## src/rtl/wdt_pkg.sv

```systemverilog
package wdt_pkg;

    localparam int KEY_W = 8;
    localparam logic [KEY_W-1:0] UNLOCK_KEY = 8'h55;

    // control view shared from the controller to the datapath
    typedef struct packed {
        logic load_acc;   // armed load taken this cycle
        logic active;     // running and not unlocked by key
    } wdt_ctl_t;

    function automatic logic key_unlocks(input logic [KEY_W-1:0] k);
        return k == UNLOCK_KEY;
    endfunction

endpackage

```

## src/rtl/wdt_timebase.sv

```systemverilog
module wdt_timebase #(
    parameter int DIV     = 6,
    parameter int PRESC_W = 11
) (
    input  logic clk,
    input  logic rst,
    input  logic en,
    input  logic clr,
    output logic tick
);
    localparam int DW = (DIV > 1) ? $clog2(DIV) : 1;
    localparam logic [DW-1:0] DLAST = DW'(DIV - 1);

    logic [DW-1:0]      div_q;
    logic [PRESC_W-1:0] pre_q;
    logic               div_wrap;

    assign div_wrap = en && (div_q == DLAST);
    assign tick     = div_wrap && (pre_q == '1);

    always_ff @(posedge clk) begin
        if (rst || clr) begin
            div_q <= '0;
            pre_q <= '0;
        end else if (en) begin
            div_q <= div_wrap ? '0 : div_q + 1'b1;
            if (div_wrap)
                pre_q <= pre_q + 1'b1;
        end
    end


    frozen_base_chk: assert property (@(posedge clk) disable iff (rst)
        (!en && !clr) |=> ($stable(pre_q) && $stable(div_q)));


    clr_zero_chk: assert property (@(posedge clk) disable iff (rst)
        clr |=> (div_q == '0 && pre_q == '0));

endmodule

```

## src/rtl/wdt_timer.sv

```systemverilog
module wdt_timer #(
    parameter int TW = 8
) (
    input  logic          clk,
    input  logic          rst,
    input  logic          tick,
    input  logic          load,
    input  logic [TW-1:0] load_val,
    output logic          ovf
);
    logic [TW-1:0] cnt_q;

    assign ovf = tick && (cnt_q == '1);

    always_ff @(posedge clk) begin
        if (rst)
            cnt_q <= '0;
        else if (load)
            cnt_q <= load_val;
        else if (tick)
            cnt_q <= cnt_q + 1'b1;
    end


    load_take_chk: assert property (@(posedge clk) disable iff (rst)
        load |=> (cnt_q == $past(load_val)));


    hold_cnt_chk: assert property (@(posedge clk) disable iff (rst)
        (!load && !tick) |=> $stable(cnt_q));

endmodule

```

## src/rtl/wdt_ctrl.sv

```systemverilog
module wdt_ctrl
    import wdt_pkg::*;
(
    input  logic             clk,
    input  logic             rst,
    input  logic             key_wr,
    input  logic [KEY_W-1:0] key_data,
    input  logic             load_wr,
    input  logic             arm_set,
    input  logic             ovf,
    output wdt_ctl_t         ctl,
    output logic             pd_ok,
    output logic             armed_o,
    output logic             pulse_o
);
    logic [KEY_W-1:0] key_q;
    logic             armed_q;
    logic             run_q;
    logic             pulse_q;
    logic             expire;

    always_comb begin
        ctl.load_acc = load_wr && armed_q;
        ctl.active   = run_q && !key_unlocks(key_q);
        expire       = ovf && !ctl.load_acc;
    end

    always_ff @(posedge clk) begin
        if (rst) begin
            key_q   <= '0;
            armed_q <= 1'b0;
            run_q   <= 1'b0;
            pulse_q <= 1'b0;
        end else begin
            if (key_wr)
                key_q <= key_data;
            pulse_q <= expire;
            if (ctl.load_acc)
                run_q <= 1'b1;
            else if (expire)
                run_q <= 1'b0;
            if (ctl.load_acc || expire)
                armed_q <= 1'b0;
            else if (arm_set)
                armed_q <= 1'b1;
        end
    end

    assign pd_ok   = key_unlocks(key_q);
    assign armed_o = armed_q;
    assign pulse_o = pulse_q;


    pulse_single_chk: assert property (@(posedge clk) disable iff (rst)
        pulse_q |=> !pulse_q);


    pulse_stop_chk: assert property (@(posedge clk) disable iff (rst)
        pulse_q |-> (!run_q && !armed_q));


    load_disarm_chk: assert property (@(posedge clk) disable iff (rst)
        ctl.load_acc |=> (!armed_q && run_q));


    unarmed_ignore_chk: assert property (@(posedge clk) disable iff (rst)
        (load_wr && !armed_q && !run_q) |=> !run_q);


    arm_hold_chk: assert property (@(posedge clk) disable iff (rst)
        (arm_set && !ctl.load_acc && !expire) |=> armed_q);


    locked_quiet_chk: assert property (@(posedge clk) disable iff (rst)
        pd_ok |-> !ovf);

endmodule

```

## src/rtl/wdt_keyed.sv

```systemverilog
module wdt_keyed
    import wdt_pkg::*;
#(
    parameter int DIV     = 6,
    parameter int PRESC_W = 11,
    parameter int TW      = 8
) (
    input  logic             clk,
    input  logic             rst,
    input  logic             key_wr,
    input  logic [KEY_W-1:0] key_data,
    input  logic             load_wr,
    input  logic [TW-1:0]    load_data,
    input  logic             arm_set,
    output logic             wdt_reset,
    output logic             pd_allowed,
    output logic             load_armed
);
    wdt_ctl_t ctl;
    logic     tmr_tick;
    logic     ovf;

    wdt_ctrl u_ctrl (
        .clk      (clk),
        .rst      (rst),
        .key_wr   (key_wr),
        .key_data (key_data),
        .load_wr  (load_wr),
        .arm_set  (arm_set),
        .ovf      (ovf),
        .ctl      (ctl),
        .pd_ok    (pd_allowed),
        .armed_o  (load_armed),
        .pulse_o  (wdt_reset)
    );

    wdt_timebase #(.DIV(DIV), .PRESC_W(PRESC_W)) u_base (
        .clk  (clk),
        .rst  (rst),
        .en   (ctl.active),
        .clr  (ctl.load_acc),
        .tick (tmr_tick)
    );

    wdt_timer #(.TW(TW)) u_tmr (
        .clk      (clk),
        .rst      (rst),
        .tick     (tmr_tick),
        .load     (ctl.load_acc),
        .load_val (load_data),
        .ovf      (ovf)
    );


    load_beats_ovf_chk: assert property (@(posedge clk) disable iff (rst)
        (ovf && ctl.load_acc) |=> !wdt_reset);

endmodule

```

## config.mk

```make
export PLATFORM = sky130hd
export DESIGN_NAME = wdt_keyed
export DESIGN_NICKNAME = d
export VERILOG_FILES = /design/src/rtl/wdt_pkg.sv /design/src/rtl/wdt_timebase.sv /design/src/rtl/wdt_timer.sv /design/src/rtl/wdt_ctrl.sv /design/src/rtl/wdt_keyed.sv
export SDC_FILE = /design/constraint.sdc
export NUM_CORES = 1
export LEC_CHECK = 0
export ABC_AREA = 1
export BUFFER_PORTS_ARGS = -buffer_cell sky130_fd_sc_hd__buf_4
export CAP_MARGIN = 15
export CORE_AREA = 2 2 80 82
export CTS_CLUSTER_DIAMETER = 120
export DETAILED_ROUTE_END_ITERATION = 8
export DIE_AREA = 0 0 82 84
export PLACE_DENSITY_LB_ADDON = 0.08
export SLEW_MARGIN = 10
export SYNTH_ARGS = -nofsm -noshare
export SYNTH_HDL_FRONTEND = slang
export SYNTH_SLANG_ARGS = --single-unit
```

## constraint.sdc

```tcl
create_clock -name clk -period 3.7 [get_ports clk]
set_clock_uncertainty 0.1 [all_clocks]
set_input_delay 0.185 -clock clk [delete_from_list [all_inputs] [get_ports clk]]
set_output_delay 0.185 -clock clk [all_outputs]
set_load 0.005 [all_outputs]
```

Word-level counts from Yosys, hierarchy flattened
Cells that the tools add are included.
{"block": "op_classes", "n_addsub": 3, "n_eq_ne": 4, "muxes": 5, "reduce_logical": 14}
{"operator": "two-way mux 8 bit", "n": 2}
{"operator": "adder 11 x 1 -> 11 bit, second input constant", "n": 1}
{"operator": "equality test 11 bit, second input constant", "n": 1}
{"operator": "adder 8 x 1 -> 8 bit, second input constant", "n": 1}
{"operator": "equality test 8 x 7 -> 1 bit, second input constant", "n": 1}
{"operator": "equality test 8 bit, second input constant", "n": 1}
{"operator": "logical AND 1 bit", "n": 6}
{"operator": "nonzero test 2 bit", "n": 2}
{"operator": "adder 3 x 1 -> 3 bit, second input constant", "n": 1}
{"operator": "equality test 3 bit, second input constant", "n": 1}
{"operator": "two-way mux 3 bit", "n": 1}
{"operator": "logical NOT 1 bit", "n": 2}
{"operator": "logical OR 1 bit", "n": 2}
{"operator": "two-way mux 1 bit", "n": 2}
{"operator": "AND reduction 2 bit", "n": 1}
{"operator": "OR reduction 2 bit", "n": 1}
{"block": "totals", "ff_bits": 33, "output_inout_bits": 3, "word_cells": 33, "in_bits": 21}

Longest topological paths before layout
{"block": "logic_depth", "ltp_word": 9, "mapped_depth": 11, "mapped_depth_nobuf": 10}

Cells and area by module
From an unflattened synthesis, not the netlist that was laid out.
{"block": "unflattened", "cells_unflattened": 234, "hier_area_um2": 1719.1}
{"module": "wdt_timebase", "area_each_um2": 760.7, "cells_each": 104, "instances": 1, "seq_area_each_um2": 280.3}
{"module": "wdt_timer", "area_each_um2": 486.7, "cells_each": 71, "instances": 1, "seq_area_each_um2": 160.2}
{"module": "wdt_ctrl", "area_each_um2": 471.7, "cells_each": 59, "instances": 1, "seq_area_each_um2": 220.2}

Least setup slack after synthesis
Ideal clock, no wire load.
{"block": "synth_path", "kind": "register to register", "startpoint": "register u_base.pre_q[0]", "endpoint": "register u_tmr.cnt_q[0]", "stages_incl_launch_ff": 10, "arrival_ns": 1.345, "setup_time_ns": 0.115, "setup_slack_ns": 2.140, "required_time_ns": 3.485, "path_buffers": 1, "synth_period_minus_slack_ns": 1.560, "cell_sequence": "dfxtp_1 > ha_1 > inv_1 > nor2_1 > nand4_1 > nor2_2 > nand2_2 > buf_6 > a21oi_1 > nor2_1"}
{"block": "synth_between", "elab_chain_cells": 3}
{"item": "from (decl)", "line": "wdt_timebase.sv:15", "text": "logic [PRESC_W-1:0] pre_q;"}
{"item": "from (signal assigned)", "line": "wdt_timebase.sv:28", "text": "pre_q <= pre_q + 1'b1;"}
{"item": "equality test 11 bit", "line": "wdt_timebase.sv:19", "text": "assign tick = div_wrap && (pre_q == '1);"}
{"item": "logical AND 1 bit", "line": "wdt_timebase.sv:19"}
{"item": "nonzero test 2 bit (no line)"}
{"item": "to (signal assigned)", "line": "wdt_timer.sv:19", "text": "cnt_q <= load_val;"}
{"item": "to (signal assigned)", "line": "wdt_timer.sv:21", "text": "cnt_q <= cnt_q + 1'b1;"}
{"item": "to (decl)", "line": "wdt_timer.sv:11", "text": "logic [TW-1:0] cnt_q;"}
No other way between the ends.
A chain may end at the register's enable or synchronous reset.

Worst setup path in the final report
{"block": "layout_path", "startpoint": "register u_ctrl.armed_q (netlist: u_ctrl.armed_o)", "endpoint": "register u_base.pre_q[6]"}
{"block": "layout_between", "elab_chain_cells": 2}
{"item": "from (decl)", "line": "wdt_ctrl.sv:17", "text": "logic armed_q;"}
{"item": "from (signal assigned)", "line": "wdt_ctrl.sv:31", "text": "armed_q <= 1'b0;"}
{"item": "from (signal assigned)", "line": "wdt_ctrl.sv:43", "text": "armed_q <= 1'b0;"}
{"item": "from (signal assigned)", "line": "wdt_ctrl.sv:45", "text": "armed_q <= 1'b1;"}
{"item": "logical AND 1 bit", "line": "wdt_ctrl.sv:23", "text": "ctl.load_acc = load_wr && armed_q;"}
{"item": "logical OR 1 bit", "line": "wdt_timebase.sv:22", "text": "if (rst || clr) begin"}
No other way between the ends.

==> results by group <==
Placement
  • GPL Wtd Cong: 0.714
  • # port buffers: 23
  • Placed cell count: 354
  • Post-place setup slack: 1330 ps
  • Post-DP HPWL: 2850 um

Floorplan
  • Die width: 82 um
  • Core area: 6100 um^2
  • Die span in y: 84 um
  • DIE AREA: 6890 um^2
  • Ports: 24
  • Initial core utilization: 28.4%
  • Row count: 29

Worst setup path
  • Critical-path top delay cell: nand2_1
  • Crit. End Element: flip-flop
  • Required @ worst endpoint: 3840 ps
  • Worst-path fanout max: 22
  • Worst r2r path cells: 6
  • Worst Setup Path Type: flip-flop to flip-flop
  • Crit path DAT: 2450 ps
  • CP Cell Sequence: nand2_1 > inv_1 > nor2_2 > inv_1 > nor2_1 > o21a_1
  • CP max stage delay: 540 ps
  • Most used cell, CP: inv_1
  • CP Launch Type: flip-flop

Synth
  • Syn Nets: 286
  • Synthesized area per cell: 6.64 um^2
  • Unique masters post-synth: 22
  • Yosys top cell by area: dfxtp_1
  • Post-synth top area share: 38.1%
  • #FFs+latches synth: 33
  • Post-synthesis sequential area ratio: 38.1%
  • Synthesized area: 1730 um^2
  • Top cells by area, synth: dfxtp_1 38%, nand2_1 14%, nor2_1 8.2%
  • Syn Inst Count: 261
  • Syn. warnings: 0

Finish
  • Diode count: 0
  • Final nets: 310
  • Layout area overhead: 20.5%
  • Share of layout cells above drive strength 1: 13.6%
  • Final Util: 34.3%
  • Final non-filler cell total: 363

Clocking
  • Sink Count: 33
  • Root Driver: clkbuf_8
  • Worst-Skew Late Latency: 290 ps
  • H-tree depth: 2
  • Clk pin slew, worst setup/hold paths: 80 ps
  • CTS max path bufs: 2
  • Post-CTS resize count: 0
  • CTS tree: yes
  • TritonCTS Buffers: 5

Power and ir drop
  • Peak VDD IR: 0.186 mV
  • Leak: 0.000949 uW
  • Power per cell area: 390 nW/um^2

STA
  • RSZ-0062 raised after global routing: false
  • Slew @ Worst Pin: 717 ps
  • Tmin final: 2310 ps
  • Fmax: 0.433 GHz
  • Max_slew headroom: 52.1%
  • Setup TNS Final: 0 ps
  • Period utilization: 62.4%
  • Final Max Tran Viols: 0
  • Final worst-path setup slack: 1390 ps
  • Hold Violations, Final: 0
  • Final setup vio count: 0

Drt
  • Drt drc: 0
  • Via count: 1590
  • WL met3: 153 um
  • Post-DRT Antenna Nets: 0
  • Highest routed metal layer: met4
  • M1 WL: 2020 um
  • Pre-antenna DRT Iters: 4
  • Routed wire length: 3910 um
  • Met2 WL: 1680 um
  • Routed WL per cell: 10.8 um
  • Initial DRC count: 82
  • Post-DR vias/cell: 4.38

Global routing
  • Largest net degree at the start of global routing: 23
  • Vias in the first global route: 1468
  • GRT Util Overall: 12.6%
  • Total congestion overflow: 0
  • Initial antenna violation count: 0
  • First-pass GRT wire length: 6720 um

Min path
  • Hold Path Class: primary input to flip-flop
  • Hold Path Stages: 3

Run status
  • Run status: completed

Flow run
  • Max Cap Viol: 0
==> layout by cell type, fill, tap and decap left out, drive strengths merged <==
master       instances
nand2               64
nor2                41
dfxtp               33
inv                 30
nand3               25
a21oi               23
buf                 23
o21ai               18
clkbuf               7
xor2                 5
nor3                 4
ha                   4
nand4                3
o21a                 1
nor3b                1
o211a                1
o31ai                1
bufinv               1
dlygate4sd3          1
==> synth_stat cells, drive strengths merged <==
library cell,number
xor2,5
o21ai,18
ha,4
nand3,25
a21oi,23
inv,30
o21a,1
dfxtp,33
nor3b,1
nand2,64
nor3,4
nand4,3
clkbuf,1
buf,6
nor2,41
o211a,1
o31ai,1
==> metal layers <==
metal	global-route usage (%)	vias to the layer above
met3	3.35	5
met5	0	-
met4	4.55	0
li1	-	886
met2	18.8	23
met1	17.3	676
==> metrics by stage <==
step	hold WS, ps	total power [uW]	cell area [um^2]
after CTS	10.5	830	2090
after detailed placement	276	465	1960
after floorplan	154	435	1730
after global placement	277	465	1960
final	20.1	815	2090
after global routing	17.3	858	2090
==> sequential cells by signal, summed over array words and instances (netlist names) <==
signal,cells
u_base.div_q,3
u_base.pre_q,11
u_ctrl.armed_o,1
u_ctrl.key_q,8
u_ctrl.pulse_o,1
u_ctrl.run_q,1
u_tmr.cnt_q,8
==> repair_timing <==
item | in CTS | in global routing
buffers inserted | 0 | 0
hold buffers | 1 | 0
setup endpoints to repair | 0 | 0
hold endpoints to repair | 1 | 0
==> power by group <==
group	total [uW]	switching [uW]	internal, uW
combinational	77.1	41.3	35.8
clock	359	140	220
sequential	379	9.06	370
==> worst max-delay path: cells and delay by family (launching register included) <==
family / cells / cell delay [ps]
flip-flops: 1 / 330
AO/OA/AOI/OAI: 1 / 120
AND/OR/NAND/NOR: 3 / 1070
buffers and inverters: 2 / 650
==> layout make-up <==
class	instances	area, um^2
inverter	30	113
timing repair buffer	24	183
sequential	33	661
multi-input combinational	191	920
clock buffer	7	86.3
clock inverter	1	30.0
fill	677	4010
tap	77	96.3
==> kinds of logic (layout without fill, tap and decap cells) <==
kind of cell	count (synthesis)	after routing	synth area share, %
adders and majority gates	4	4	2.89
xor gates and xnor gates	5	5	2.53
AOI/OAI and AO/OA	44	44	13.3
and+or+nand+nor	138	138	34.4
DFF	33	33	38.1
buffers and inverters	37	62	8.81
==> path summary, 6_finish.rpt <==
| path | startpoint | endpoint | slack, ps |
|---|---|---|---|
| worst max-delay path | u_ctrl.armed_o | u_base.pre_q[6] | 1390 |
| worst min-delay path | key_data[2] | u_ctrl.key_q[2] | 20 |
| worst max register to register | u_ctrl.armed_o | u_base.pre_q[6] | 1390 |
| worst min register to register | u_ctrl.key_q[1] | u_ctrl.key_q[1] | 360 |
(Power assumes the default switching activity.)
